--- config.mk ---
export PLATFORM = sky130hd
export DESIGN_NAME = uart_irq_ident
export DESIGN_NICKNAME = d
export VERILOG_FILES = /design/src/rtl/uart_irq_ident.sv
export SDC_FILE = /design/constraint.sdc
export NUM_CORES = 1
export LEC_CHECK = 0
export CAP_MARGIN = 25
export CORE_AREA = 2 2 39 41
export DETAILED_ROUTE_END_ITERATION = 12
export DIE_AREA = 0 0 41 43
export GPL_TIMING_DRIVEN = 0
export PLACE_DENSITY = 0.71
export RECOVER_POWER = 25
export SKIP_LAST_GASP = 1
export SYNTH_ARGS = -nofsm -noshare
export SYNTH_HDL_FRONTEND = slang
export SYNTH_SLANG_ARGS = --single-unit
--- constraint.sdc ---
create_clock -name clk -period 1.5 [get_ports clk]
set_input_delay 0.225 -clock clk [delete_from_list [all_inputs] [get_ports clk]]
set_output_delay 0.225 -clock clk [all_outputs]
set_load 0.1 [all_outputs]
--- src/rtl/uart_irq_ident.sv ---
module uart_irq_ident (
  input  logic       clk,
  input  logic       rst_n,
  input  logic       ev_line_err,
  input  logic       ev_rx_avail,
  input  logic       ev_tx_empty,
  input  logic       ev_modem_chg,
  input  logic [3:0] ier,
  input  logic       rd_lsr,
  input  logic       rd_rbr,
  input  logic       rd_iir,
  input  logic       wr_thr,
  input  logic       rd_msr,
  output logic [7:0] iir_o,
  output logic       irq_o
);

  localparam logic [7:0] CODE_NONE  = 8'h01;
  localparam logic [7:0] CODE_LINE  = 8'h06;
  localparam logic [7:0] CODE_RX    = 8'h04;
  localparam logic [7:0] CODE_TX    = 8'h02;
  localparam logic [7:0] CODE_MODEM = 8'h00;

  // waiting flags, indexed like the enable word
  logic [3:0] wait_q, wait_d, live;
  logic [7:0] code_q, code_d;
  logic       tx_ack;

  assign tx_ack = wr_thr | (rd_iir & (code_q == CODE_TX));

  assign wait_d[0] = ev_rx_avail  | (wait_q[0] & ~rd_rbr);
  assign wait_d[1] = ev_tx_empty  | (wait_q[1] & ~tx_ack);
  assign wait_d[2] = ev_line_err  | (wait_q[2] & ~rd_lsr);
  assign wait_d[3] = ev_modem_chg | (wait_q[3] & ~rd_msr);

  assign live = wait_d & ier;

  always_comb begin
    if (live[2])      code_d = CODE_LINE;
    else if (live[0]) code_d = CODE_RX;
    else if (live[1]) code_d = CODE_TX;
    else if (live[3]) code_d = CODE_MODEM;
    else              code_d = CODE_NONE;
  end

  always_ff @(posedge clk) begin
    if (!rst_n) begin
      wait_q <= '0;
      code_q <= CODE_NONE;
    end else begin
      wait_q <= wait_d;
      code_q <= code_d;
    end
  end

  assign iir_o = code_q;
  assign irq_o = (code_q != CODE_NONE);

endmodule


==> impl_metrics.tcl <==
set metrics [dict create \
    status "finished clean" \
    path_class "flop to primary output" \
    finalCritPeriodShare_pct 90.5 \
    synth.largest_area_cell "dfxtp_1" \
    skew_ns 0.00412 \
    die_w_um 41 \
    max_stage_delay_ns 0.55 \
    drv_slew 0 \
    io_pins 24 \
    synthesis.area_um2 322 \
    cp-start-kind "flop" \
    grt_max_degree 8 \
    critPathArrivalTime_ns 1.13 \
    root_buffer "clkbuf_4" \
    required_ns 1.27 \
    yosysSeqAreaShare_pct 43.6 \
    coreArea_um2 1380 \
    grt-ovfl-total 0 \
    drv_cap 0 \
    insertedDiodeCount 0 \
    final_cell_mix "clkdlybuf4s50_1, nor2b_1, buf_4, conb_1, dfxtp_1" \
    powerDensity_nw_per_um2 1040 \
    relSlewSlack_pct 64.1 \
    max_freq_mhz 736 \
    finalWirelength_um 594 \
    drc 0 \
    cts.sinks 7 \
    grt_pass1_wl_um 972 \
    rows 14 \
    setup-tns-final_ns 0 \
    die_area_um2 1760 \
    fin_nets 77 \
    numCtsBuffers 3 \
    grt_pass1_vias 255 \
    placed_cell_area_um2 543 \
    rsz0062_at_grt "no" \
    worstSetupEndpointType "primary output" \
    critical_path_depth 1 \
    clk_pin_slew_ns 0.05 \
    via_per_inst 3.91 \
    cts_tree "done" \
    port_buffers 18 \
    drt_iter0_drc 2 \
    num_vias 301 \
    whs_ns 0.497 \
    postCtsHoldBufs 0 \
    initial_core_util_pct 23.2 \
    mostFrequentLayoutCell "clkdlybuf4s50_1" \
    cp_top_family "buffers and inverters" \
    wire_per_inst_um 7.71 \
    gr-usage-all-layers_pct 8.98 \
    slowest_stage "clkdlybuf4s15_2" \
    yosys.cell_types.count 17 \
    synth_seq_cells 7 \
    worstPathCellList "clkdlybuf4s15_2" \
    p_leak_nw 0.246 \
    r2r-start "iir_o[2]" \
    worstRegToRegCells 4 \
    cp_num_buf_inv 1 \
    worst_pin_slew_ns 0.541 \
    die_height_um 43 \
    cts_max_level 1 \
    postRouteAntennaNets 0 \
    finalCriticalPeriod_ns 1.36 \
    synth_top_cell_area_share_pct 43.6 \
    setup_violations 0 \
    drive_gt1_share_pct 29.5 \
    drtPass1Iterations 2 \
    clock_path_buffers 2 \
    critPathCapture "iir_o[0]" \
    synth_cells 35 \
    crit_fanout 3 \
    ys_warn_count 0 \
    hold_violations 0 \
    clk_latency_ns 0.25 \
    reg2reg_slack_ns 0.38 \
    antenna_found_initial 0 \
    area_delta_synth_final_pct 76.7 \
    avgSynthCellArea_um2 9.19 \
    irDropWorstVdd_v 0.000508 \
    ys_top_cells_by_area "dfxtp_1, buf_4, nor2b_1, o21a_1, o31ai_2" \
    worstSetupStartpoint "iir_o[0]" \
    gp_congestion 0.643 \
    finalInstanceArea_um2 568 \
    reg2reg_to "iir_o[0]" \
    holdCritPathClass "flop to flop" \
]
## report_power, final
part,internal [W],switching (W)
combinational,0.0000674,0.000148
sequential,0.000201,0.00000574
clock,0.000101,0.0000690
total,0.000370,0.000222
## routing by layer
metal	vias up	part of all wire, %	global-route usage, %
met3	0	19	7.33
met5	-	0	0
met1	123	35	7.84
li1	156	-	-
met4	0	0	6.00
met2	22	46	13.1
## through the flow
step                setup slack, ns  std cells  power, W  utilization, %
global route                  0.102         77  0.000630            41.0
detailed placement           -0.260         73  0.000431            39.2
floorplan                    0.0994         39  0.000371               -
global placement             -0.259         73  0.000430            39.2
CTS                          0.0393         77  0.000608            41.5
finish                        0.142         77  0.000592            41.0
## logic make-up (layout without fill, tap and decap cells)
logic type	count (synthesis)	after routing	synth area share [%]
flip-flops	7	7	43.6
AO/OA/AOI/OAI	8	8	17.5
buffers and inverters	7	29	14.0
AND/OR/NAND/NOR	12	12	23.7
other	1	5	1.17
## Yosys cell counts
cell,count
a21boi_0,1
a21oi_1,1
a31oi_1,1
and2_1,1
and2b_2,1
buf_4,5
conb_1,1
dfxtp_1,7
inv_1,2
nand2_1,2
nand3b_1,1
nand4bb_1,1
nor2_1,1
nor2b_1,5
o21a_1,2
o21ai_0,2
o31ai_2,1
## worst register-to-register path: stages, from the launching register on
cell	delay, ns
dfxtp_2	0.32
nand4bb_1	0.17
a31oi_1	0.25
nor2b_1	0.09
o31ai_2	0.20
## registers in the layout (all words and copies together) (netlist names)
name,cells
wait_q,4
iir_o,3
## worst min-delay path by stage
stage | cells after the start | startpoint | to
global route | 2 | wait_q[3] | wait_q[3]
global placement | 2 | wait_q[3] | wait_q[3]
floorplan | 1 | rst_n | iir_o[0]
CTS | 2 | wait_q[3] | wait_q[3]
detailed placement | 2 | wait_q[3] | wait_q[3]
finish | 2 | wait_q[3] | wait_q[3]
## layout make-up
type | count | area (um^2)
Fill cell | 155 | 816
Buffer | 5 | 37.5
Clock buffer | 4 | 26.3
Timing Repair Buffer | 18 | 179
Tap cell | 16 | 20.0
Sequential cell | 7 | 144
Inverter | 2 | 7.51
Multi-Input combinational cell | 25 | 154
## what timing repair did
action / in CTS / in global routing
buffers inserted: 0 / 0
gates resized for setup: 12 / 2
setup endpoints to repair: 4 / 1
Note: power is estimated with default switching activity, not from simulation.
